## src/rtl/epi_pkg.sv

```systemverilog
package epi_pkg;
  // register addresses
  localparam int ADDR_CFG = 0;
  localparam int ADDR_FLG = 1;
  localparam int ADDR_ACT = 2;
  // CFG field positions
  localparam int CFG_PER_LSB = 0;
  localparam int CFG_EN_BIT  = 4;
  localparam int CFG_CNT_LSB = 8;
  // FLG field positions
  localparam int FLG_IRQ_BIT = 0;
  localparam int FLG_SOC_LSB = 4;
  // ACT field positions
  localparam int ACT_CLR_BIT  = 0;
  localparam int ACT_FRC_BIT  = 1;
  localparam int ACT_SCLR_LSB = 4;
endpackage

```

## src/rtl/epi_rst_sync.sv

```systemverilog
module epi_rst_sync #(
  parameter int STAGES = 2
) (
  input  logic clk,
  input  logic arst_n,
  output logic rst_n_o
);
  logic [STAGES-1:0] sync_q;

  always_ff @(posedge clk or negedge arst_n) begin
    if (!arst_n) sync_q <= '0;
    else         sync_q <= {sync_q[STAGES-2:0], 1'b1};
  end

  assign rst_n_o = sync_q[STAGES-1];
endmodule

```

## src/rtl/epi_cfg_regs.sv

```systemverilog
module epi_cfg_regs
  import epi_pkg::*;
#(
  parameter int CNT_W  = 2,
  parameter int N_SOC  = 2,
  parameter int DATA_W = 16,
  parameter int ADDR_W = 2
) (
  input  logic              clk,
  input  logic              rst_n,
  input  logic              bus_wr,
  input  logic [ADDR_W-1:0] bus_addr,
  input  logic [DATA_W-1:0] bus_wdata,
  output logic [CNT_W-1:0]  per_q,
  output logic              en_q,
  output logic [CNT_W-1:0]  per_eff,
  output logic              en_eff,
  output logic              cfg_wr,
  output logic              irq_clr,
  output logic              irq_frc,
  output logic [N_SOC-1:0]  soc_clr
);
  logic              act_wr;
  logic [CNT_W-1:0]  per_d;
  logic              en_d;
  logic              unused_wdata;

  assign cfg_wr  = bus_wr && (bus_addr == ADDR_W'(ADDR_CFG));
  assign act_wr  = bus_wr && (bus_addr == ADDR_W'(ADDR_ACT));
  assign irq_clr = act_wr && bus_wdata[ACT_CLR_BIT];
  assign irq_frc = act_wr && bus_wdata[ACT_FRC_BIT];
  assign soc_clr = act_wr ? bus_wdata[ACT_SCLR_LSB +: N_SOC] : '0;

  // value in effect this cycle: a write takes effect for this cycle's decisions
  assign per_eff = cfg_wr ? bus_wdata[CFG_PER_LSB +: CNT_W] : per_q;
  assign en_eff  = cfg_wr ? bus_wdata[CFG_EN_BIT] : en_q;

  assign unused_wdata = ^bus_wdata;

  always_comb begin
    per_d = per_q;
    en_d  = en_q;
    if (cfg_wr) begin
      per_d = per_eff;
      en_d  = en_eff;
    end
  end

  always_ff @(posedge clk or negedge rst_n) begin
    if (!rst_n) begin
      per_q <= '0;
      en_q  <= 1'b0;
    end else if (cfg_wr) begin
      per_q <= per_d;
      en_q  <= en_d;
    end
  end
endmodule

```

## src/rtl/epi_evt_count.sv

```systemverilog
module epi_evt_count #(
  parameter int CNT_W = 2
) (
  input  logic             clk,
  input  logic             rst_n,
  input  logic             evt_i,
  input  logic             cfg_wr,
  input  logic             force_i,
  input  logic [CNT_W-1:0] per_q,
  input  logic [CNT_W-1:0] per_eff,
  input  logic             take_i,
  output logic             per_on,
  output logic             req_o,
  output logic [CNT_W-1:0] cnt_q
);
  localparam logic [CNT_W-1:0] CNT_MAX = '1;

  logic             inc;
  logic             reached;
  logic [CNT_W-1:0] cnt_e;
  logic [CNT_W-1:0] cnt_d;

  assign per_on = (per_eff != '0);
  // an event in a write cycle counts even if the old period was zero
  assign inc    = evt_i && ((per_q != '0) || cfg_wr);

  always_comb begin
    cnt_e   = cnt_q;
    reached = 1'b0;
    if (!per_on) begin
      if (inc && (cnt_q != CNT_MAX)) cnt_e = cnt_q + 1'b1;
    end else if (cnt_q > per_eff) begin
      cnt_e = '0;
    end else begin
      if (inc && (cnt_q < per_eff)) cnt_e = cnt_q + 1'b1;
      reached = (cnt_e == per_eff);
    end
  end

  assign req_o = per_on && (reached || force_i);
  assign cnt_d = take_i ? '0 : cnt_e;

  always_ff @(posedge clk or negedge rst_n) begin
    if (!rst_n) cnt_q <= '0;
    else        cnt_q <= cnt_d;
  end
endmodule

```

## src/rtl/epi_irq_gate.sv

```systemverilog
module epi_irq_gate (
  input  logic clk,
  input  logic rst_n,
  input  logic req_i,
  input  logic en_i,
  input  logic per_on_i,
  input  logic clr_i,
  output logic take_o,
  output logic irq_o,
  output logic flag_q,
  output logic pend_q
);
  logic fire_new, fire_pend, to_pend, fire;
  logic flag_d, pend_d;

  always_comb begin
    fire_pend = en_i && per_on_i && pend_q && !flag_q;
    fire_new  = en_i && req_i && !flag_q && !pend_q;
    to_pend   = en_i && req_i && !fire_new && (!pend_q || fire_pend);
    take_o    = fire_new || to_pend;
    fire      = fire_new || fire_pend;

    pend_d = pend_q;
    if (to_pend)        pend_d = 1'b1;
    else if (fire_pend) pend_d = 1'b0;

    flag_d = flag_q;
    if (fire)       flag_d = 1'b1;
    else if (clr_i) flag_d = 1'b0;
  end

  always_ff @(posedge clk or negedge rst_n) begin
    if (!rst_n) begin
      flag_q <= 1'b0;
      pend_q <= 1'b0;
      irq_o  <= 1'b0;
    end else begin
      flag_q <= flag_d;
      pend_q <= pend_d;
      irq_o  <= fire;
    end
  end
endmodule

```

## src/rtl/epi_soc_flags.sv

```systemverilog
module epi_soc_flags #(
  parameter int N_SOC = 2
) (
  input  logic             clk,
  input  logic             rst_n,
  input  logic [N_SOC-1:0] soc_i,
  input  logic [N_SOC-1:0] clr_i,
  output logic [N_SOC-1:0] soc_o,
  output logic [N_SOC-1:0] flag_q
);
  for (genvar g = 0; g < N_SOC; g++) begin : g_ch
    logic flag_d;
    always_comb begin
      flag_d = flag_q[g];
      if (soc_i[g])      flag_d = 1'b1;
      else if (clr_i[g]) flag_d = 1'b0;
    end
    always_ff @(posedge clk or negedge rst_n) begin
      if (!rst_n) begin
        flag_q[g] <= 1'b0;
        soc_o[g]  <= 1'b0;
      end else begin
        flag_q[g] <= flag_d;
        soc_o[g]  <= soc_i[g];
      end
    end
  end
endmodule

```

## src/rtl/epi_prescaler.sv

```systemverilog
module epi_prescaler
  import epi_pkg::*;
#(
  parameter int CNT_W  = 2,
  parameter int N_SOC  = 2,
  parameter int DATA_W = 16,
  parameter int ADDR_W = 2
) (
  input  logic              clk,
  input  logic              arst_n,
  input  logic              bus_wr,
  input  logic [ADDR_W-1:0] bus_addr,
  input  logic [DATA_W-1:0] bus_wdata,
  output logic [DATA_W-1:0] bus_rdata,
  input  logic              evt_i,
  input  logic [N_SOC-1:0]  soc_i,
  output logic              irq_o,
  output logic [N_SOC-1:0]  soc_o
);
  logic             rst_n_s;
  logic [CNT_W-1:0] per_q, per_eff, cnt_q;
  logic             en_q, en_eff, cfg_wr, irq_clr, irq_frc;
  logic [N_SOC-1:0] soc_clr, soc_flag;
  logic             per_on, req, take, flag_q, pend_q;

  epi_rst_sync #(.STAGES(2)) u_rst (
    .clk(clk), .arst_n(arst_n), .rst_n_o(rst_n_s)
  );

  epi_cfg_regs #(.CNT_W(CNT_W), .N_SOC(N_SOC), .DATA_W(DATA_W), .ADDR_W(ADDR_W)) u_cfg (
    .clk(clk), .rst_n(rst_n_s), .bus_wr(bus_wr), .bus_addr(bus_addr),
    .bus_wdata(bus_wdata), .per_q(per_q), .en_q(en_q), .per_eff(per_eff),
    .en_eff(en_eff), .cfg_wr(cfg_wr), .irq_clr(irq_clr), .irq_frc(irq_frc),
    .soc_clr(soc_clr)
  );

  epi_evt_count #(.CNT_W(CNT_W)) u_cnt (
    .clk(clk), .rst_n(rst_n_s), .evt_i(evt_i), .cfg_wr(cfg_wr),
    .force_i(irq_frc), .per_q(per_q), .per_eff(per_eff), .take_i(take),
    .per_on(per_on), .req_o(req), .cnt_q(cnt_q)
  );

  epi_irq_gate u_gate (
    .clk(clk), .rst_n(rst_n_s), .req_i(req), .en_i(en_eff),
    .per_on_i(per_on), .clr_i(irq_clr), .take_o(take), .irq_o(irq_o),
    .flag_q(flag_q), .pend_q(pend_q)
  );

  epi_soc_flags #(.N_SOC(N_SOC)) u_soc (
    .clk(clk), .rst_n(rst_n_s), .soc_i(soc_i), .clr_i(soc_clr),
    .soc_o(soc_o), .flag_q(soc_flag)
  );

  always_comb begin
    bus_rdata = '0;
    if (bus_addr == ADDR_W'(ADDR_CFG)) begin
      bus_rdata[CFG_PER_LSB +: CNT_W] = per_q;
      bus_rdata[CFG_EN_BIT]           = en_q;
      bus_rdata[CFG_CNT_LSB +: CNT_W] = cnt_q;
    end else if (bus_addr == ADDR_W'(ADDR_FLG)) begin
      bus_rdata[FLG_IRQ_BIT]          = flag_q;
      bus_rdata[FLG_SOC_LSB +: N_SOC] = soc_flag;
    end
  end
endmodule

```

## config.mk

```make
export PLATFORM = sky130hd
export DESIGN_NAME = epi_prescaler
export DESIGN_NICKNAME = d
export VERILOG_FILES = /design/src/rtl/epi_pkg.sv /design/src/rtl/epi_rst_sync.sv /design/src/rtl/epi_cfg_regs.sv /design/src/rtl/epi_evt_count.sv /design/src/rtl/epi_irq_gate.sv /design/src/rtl/epi_soc_flags.sv /design/src/rtl/epi_prescaler.sv
export SDC_FILE = /design/constraint.sdc
export NUM_CORES = 1
export LEC_CHECK = 0
export BUFFER_PORTS_ARGS = -buffer_cell sky130_fd_sc_hd__buf_2
export CORE_ASPECT_RATIO = 1.25
export CORE_MARGIN = 2
export CORE_UTILIZATION = 42
export CTS_CLUSTER_DIAMETER = 80
export CTS_CLUSTER_SIZE = 28
export DETAILED_ROUTE_END_ITERATION = 7
export PLACE_DENSITY = 0.73
export SETUP_SLACK_MARGIN = 0.15
export SKIP_CTS_REPAIR_TIMING = 1
export SYNTH_ARGS = -nofsm -noshare
export SYNTH_HDL_FRONTEND = slang
export SYNTH_HIERARCHICAL = 1
export SYNTH_SLANG_ARGS = --single-unit
```

## constraint.sdc

```tcl
create_clock -name clk -period 0.8 [get_ports clk]
set_input_delay 0.04 -clock clk [delete_from_list [all_inputs] [get_ports clk]]
set_output_delay 0.04 -clock clk [all_outputs]
set_load 0.02 [all_outputs]
```

Word-level counts from Yosys, hierarchy flattened
Cells that the tools add are included.

Input port bits: 24. Bits in registers: 14. Word-level logic and storage cells: 77.

Order comparisons: 2. Multiplexer cells: 27. $add $sub $neg: 1. Eq/ne operators: 4. Reduce and logical (&&, ||, !) cells: 32.

Operators by type and width (number): 2-bit two-way mux (11); 1-bit logical AND (16); 1-bit two-way mux (16); 2-bit nonzero test (6); 1-bit logical OR (5); 1-bit zero test (3); 3-bit nonzero test (1); 2-bit by 1-bit adder with 2-bit output (second input constant) (1); 2-bit by 1-bit == test with 1-bit output (second input constant) (1); 2-bit == test (1); 2-bit == test (second input constant) (1); 2-bit greater-than comparator (1); 2-bit zero test (1); 2-bit less-than comparator (1); 2-bit inequality test (second input constant) (1).

Longest topological paths before layout
Word-level depth: 21. Gate-level depth with buffers: 13.

Hierarchy
Netlist, hierarchy kept.

By module, submodules not included: epi_evt_count (area an instance 321.6 µm², instances 1, cells an instance 39); epi_cfg_regs (area an instance 196.4 µm², instances 1, cells an instance 15); epi_irq_gate (area an instance 143.9 µm², instances 1, cells an instance 15); epi_prescaler (area an instance 138.9 µm², instances 1, cells an instance 20); epi_soc_flags (area an instance 122.6 µm², instances 1, cells an instance 8); epi_rst_sync (area an instance 53.8 µm², instances 1, cells an instance 3).

Least setup slack after synthesis
Ideal clock, no wire load.

Kind: input-to-reg. Start: input port bus_addr[1]. End: register u_cnt.cnt_q[0]. Slack: -1.902 ns. Stages on the path: 13. Path buffers: 0. Data required time: 0.676 ns. Arrival time: 2.578 ns. Path through: nor3b_4 mux2_2 inv_1 ha_1 nor2b_4 or3_1 mux2i_1 a311oi_1 nand2_1 a21oi_1 a31oi_1 o21ai_0 a21oi_1.

Cells in the longest elaborated chain, start to end: 21.

RTL lines: start, declared (line epi_prescaler.sv:12) `input logic [ADDR_W-1:0] bus_addr,`; 2-bit zero test * (line epi_cfg_regs.sv:28) `assign cfg_wr = bus_wr && (bus_addr == ADDR_W'(ADDR_CFG));`; 1-bit logical AND * (line epi_cfg_regs.sv:28); 2-bit two-way mux * (line epi_cfg_regs.sv:35) `assign per_eff = cfg_wr ? bus_wdata[CFG_PER_LSB +: CNT_W] : per_q;`; via per_eff[1] (line epi_prescaler.sv:21) `logic [CNT_W-1:0] per_q, per_eff, cnt_q;`; 2-bit less-than comparator (line epi_evt_count.sv:35) `if (inc && (cnt_q < per_eff)) cnt_e = cnt_q + 1'b1;`; 1-bit logical AND (line epi_evt_count.sv:35); 2-bit two-way mux (line epi_evt_count.sv:35); 2-bit two-way mux (line epi_evt_count.sv:32) `end else if (cnt_q > per_eff) begin`; (+6 left out); via req (line epi_prescaler.sv:24) `logic per_on, req, take, flag_q, pend_q;`; 1-bit logical AND * (line epi_irq_gate.sv:18, epi_irq_gate.sv:19); 1-bit logical AND (2 in a row) (line epi_irq_gate.sv:18) `fire_new = en_i && req_i && !flag_q && !pend_q;`; 1-bit zero test (line epi_irq_gate.sv:19) `to_pend = en_i && req_i && !fire_new && (!pend_q || fire_pend);`; 1-bit logical AND (2 in a row) (line epi_irq_gate.sv:19); 1-bit logical OR * (line epi_irq_gate.sv:20) `take_o = fire_new || to_pend;`; via take (line epi_prescaler.sv:24); 3-bit nonzero test (no source line) or 2-bit two-way mux (tied branches); end signal, assigned (line epi_evt_count.sv:45) `else cnt_q <= cnt_d;`; end, declared (line epi_evt_count.sv:14) `output logic [CNT_W-1:0] cnt_q`.

Mark *: on every way through the listed nets, which the timed path passes. The rest lies on a longest branch. The select of a mux whose other input is x is not followed. A chain may end at the register's enable or synchronous reset.

Final worst setup path
Start: register u_cfg.per_q[1]. End: register u_cnt.cnt_q[0].

RTL lines: start, declared (line epi_cfg_regs.sv:14) `output logic [CNT_W-1:0] per_q,`; start signal, assigned (line epi_cfg_regs.sv:54) `per_q <= per_d;`; 2-bit two-way mux * (line epi_cfg_regs.sv:35); via per_eff[1] (line epi_prescaler.sv:21); 2-bit less-than comparator (line epi_evt_count.sv:35); 1-bit logical AND (line epi_evt_count.sv:35); 2-bit two-way mux (line epi_evt_count.sv:35); 2-bit two-way mux (line epi_evt_count.sv:32); 2-bit two-way mux (line epi_evt_count.sv:30) `if (!per_on) begin`; 2-bit == test (line epi_evt_count.sv:36) `reached = (cnt_e == per_eff);`; (+4 left out); via req (line epi_prescaler.sv:24); 1-bit logical AND * (line epi_irq_gate.sv:18, epi_irq_gate.sv:19); 1-bit logical AND (2 in a row) (line epi_irq_gate.sv:18); 1-bit zero test (line epi_irq_gate.sv:19); 1-bit logical AND (2 in a row) (line epi_irq_gate.sv:19); 1-bit logical OR * (line epi_irq_gate.sv:20); via take (line epi_prescaler.sv:24); 3-bit nonzero test (no source line) or 2-bit two-way mux (tied branches).

Marked as above.

==> results by group <==
Outcome
  – Status: finished with violations
  – Failing checks: setup timing

Detailed routing
  – Number of vias after detailed routing: between 900 and 1k
  – Post-detailed-route wirelength per cell: 15.2 µm
  – Total wire length after detailed routing: around 2900 µm
  – Antenna viol nets, final: 0
  – Iteration-0 DRC Markers: 18
  – DRC: 0
  – Vias per cell: about 5
  – Router iterations before antenna repair: 4

Synthesis
  – Part of the Yosys area used for sequential elements: 0.359
  – Post-synthesis cell type count: 32
  – Number of instances in the synthesized netlist: 100
  – Number of enable-type register cells in the synthesized netlist: 0
  – Mean post-synth cell area: 9.77 µm²
  – Post-synth top area cell: dfrtp_1
  – Number of warnings printed during yosys synthesis: 6
  – Area share of the largest cell type after synthesis: 0.359
  – Flip-flop cell with the highest count after synthesis: dfrtp_1
  – Share of flip-flops with an asynchronous set or reset after synthesis: 1.00
  – Area contributors post-synth: dfrtp_1, buf_4, mux2_2
  – Flip-flop and latch count after synthesis: 14
  – Area of the mapped netlist: approximately 980 µm²

Setup path
  – Path length in cells of the critical path: 12
  – Critical path fanouts, max: 4
  – Category of the critical setup timing path: flop to flop
  – Cell depth of the worst flop-to-flop path: 12
  – Most Frequent Cell on Critical Path: a311oi_2
  – Count of buffer and inverter cells on the critical path: 1
  – Slowest-stage cell, CP: o41ai_2
  – CP arrival: about 2.7 ns
  – Data required time of the critical path: ~0.97 ns
  – Cell family with most CP delay: compound AO/OA/AOI/OAI gates
  – Setup crit end kind: flop
  – CP peak stage delay: 0.43 ns
  – Cells along the critical path: mux2_4 -> inv_2 -> ha_4 -> nor2b_4 -> o41ai_2 -> a311oi_2 -> a311oi_2 -> nand2_1 -> a21oi_2 -> a31oi_1 -> o21ai_1 -> a21oi_1
  – Kind of launch point of the worst setup path: flop

Finish
  – Layout Cell Area excl Fill: between 0.0015 and 0.002 mm²
  – Final net count: ~190
  – Antenna diode count: 0
  – Layout area overhead: 57.6%
  – Most common cell after layout, fill and taps aside: buf_4
  – Fraction of layout instances using a drive strength above 1: 0.551
  – Most used cells in the layout excluding fill and tap cells: buf_4, buf_6, dfrtp_1, conb_1, buf_2

Hold path
  – Worst hold stages: 2
  – Class of the tightest hold or removal check: input port to flop

Timing
  – Unrepaired setup endpoints after global routing: yes
  – Final Setup Violations: 18
  – Final worst setup slack: -1.74 ns
  – Maximum operating frequency: between 300 and 400 MHz
  – Max Clock Skew: a little over 0.009 ns
  – Count of endpoints failing hold in the final timing report: 0
  – Min Clock Period, post-route: between 2 and 3 ns
  – Slew Limit Fails: 0
  – Sum of negative setup slack: -11.04 ns
  – Portion of the clock cycle consumed by the worst path in the final layout: 3.18

Floorplanning
  – Die area: approximately 0.0027 mm²
  – Placeable core region: around 0.0022 mm²
  – Initial Util: 0.442
  – Number of primary I/O pins: between 40 and 50
  – Overall die height: about 58 µm
  – Die Span X: 47.1 µm
  – Number of placement rows: 19

Power
  – Largest voltage drop on the vdd net: approximately 1.7 mV
  – Clock power share: 0.130
  – Internal power summed over all cells: 2510 µW
  – Switching Fraction: 0.385
  – Leak: around 0.00074 µW
  – Part of the power in registers: 0.247
  – Comb power frac: 0.623
  – Total power per unit cell area: roughly 2600 mW/mm²
  – Post-layout power: about 4000 µW
  – NetSw: approximately 1600 µW

Job
  – Max cap viols: 0

Global route
  – Antenna violations before repair: 0
  – Pin count of the biggest net entering global routing: 13
  – Via count of the first global-routing pass: between 900 and 1k
  – Overall routing resource usage: 0.194
  – Global-route wire length before repair: between 3000 and 4000 µm
  – GR Overflow Total: 0

CTS
  – Clock latency of the later-clocked register in the worst-skew pair: just under 0.3 ns
  – CTS Buffer Depth: 2
  – CTS Buf Count: 3
  – Clock-pin slew on the worst setup and hold paths: ~0.10 ns
  – Depth of the CTS H-tree: 1
  – TritonCTS clock tree: yes
  – Cell at the root of the clock tree: clkbuf_4
  – Clk sink count: 14

Place
  – Final weighted congestion in routability-driven placement: roughly 0.85
  – IO buf count: 20
  – Worst slack, placed: -1.69 ns
  – Placed wire-length estimate: ~1800 µm
  – Cell area reported after detailed placement: between 0.001 and 0.0015 mm²
-- registers in the layout, indices dropped and copies added, names as in the netlist --
name	count
u_gate/irq_o	1
u_cfg/per_q	2
u_cfg/en_q	1
u_gate/pend_q	1
u_soc/soc_o	2
u_cnt/cnt_q	2
u_soc/flag_q	2
u_gate/flag_q	1
u_rst/sync_q	2
-- power groups by stage --
| stage | logic, µW | clock network (µW) | registers (µW) |
|---|---|---|---|
| final | 2540 | 528 | 1010 |
| after global routing | 2770 | 573 | 1020 |
| after CTS | 2230 | 539 | 976 |
| after detailed placement | 2210 | 0 | 989 |
| after global placement | 2160 | 0 | 982 |
| after floorplan | 1330 | 0 | 1030 |
-- stage by stage --
step	hold WS [ns]	utilization	instances
after floorplan	-0.256	-	109
after global placement	-0.175	0.593	176
after detailed placement	-0.169	0.593	176
after CTS	-0.482	0.610	180
after global routing	0.0182	0.697	189
final	0.0155	0.697	189
-- kinds of logic after synthesis --
logic type / Yosys count / share of synthesized area
AND/OR/NAND/NOR: 31 / 0.205
buffers and inverters: 19 / 0.119
flip-flops: 14 / 0.359
multiplexers: 10 / 0.110
adder cells (fa/ha/maj): 3 / 0.0384
XOR/XNOR: 1 / 0.00896
other: 2 / 0.00769
AO/OA/AOI/OAI: 20 / 0.152
-- cells in the mapped netlist, drive strengths merged (3+ instances only) --
cell type  number
nor3            3
nor2            7
dfrtp          14
buf            11
mux2            6
inv             8
a21oi           5
ha              3
mux2i           4
and2            8
o21ai           3
-- path summary, 6_finish.rpt --
check,startpoint,endpoint,slack (ns)
min,bus_wdata[1],u_cfg/per_q[1],0.02
max in group asynchronous,u_rst/sync_q[1],u_cnt/cnt_q[1],0.44
max,u_cfg/per_q[1],u_cnt/cnt_q[0],-1.74
max reg2reg,u_cfg/per_q[1],u_cnt/cnt_q[0],-1.74
min in group asynchronous,arst_n,u_rst/sync_q[0],0.07
min reg2reg,u_rst/sync_q[1],u_gate/flag_q,0.18
-- layout make-up --
class,instances,area (µm²)
sequential,14,352
multi-input combinational,76,612
fill,143,671
clock buffer,4,36.3
timing repair buffer,56,472
tap,31,38.8
inverter,8,30.0
-- per-layer routing --
| layer | routed length (µm) | share of wire | GRT usage |
|---|---|---|---|
| met1 | 1050 | 0.36 | 0.225 |
| met2 | 1650 | 0.57 | 0.344 |
| met3 | 133 | 0.046 | 0.0312 |
| met4 | 50 | 0.017 | 0.0714 |
| met5 | 0 | 0 | 0 |
No activity file was read; power rests on OpenSTA's default activity.
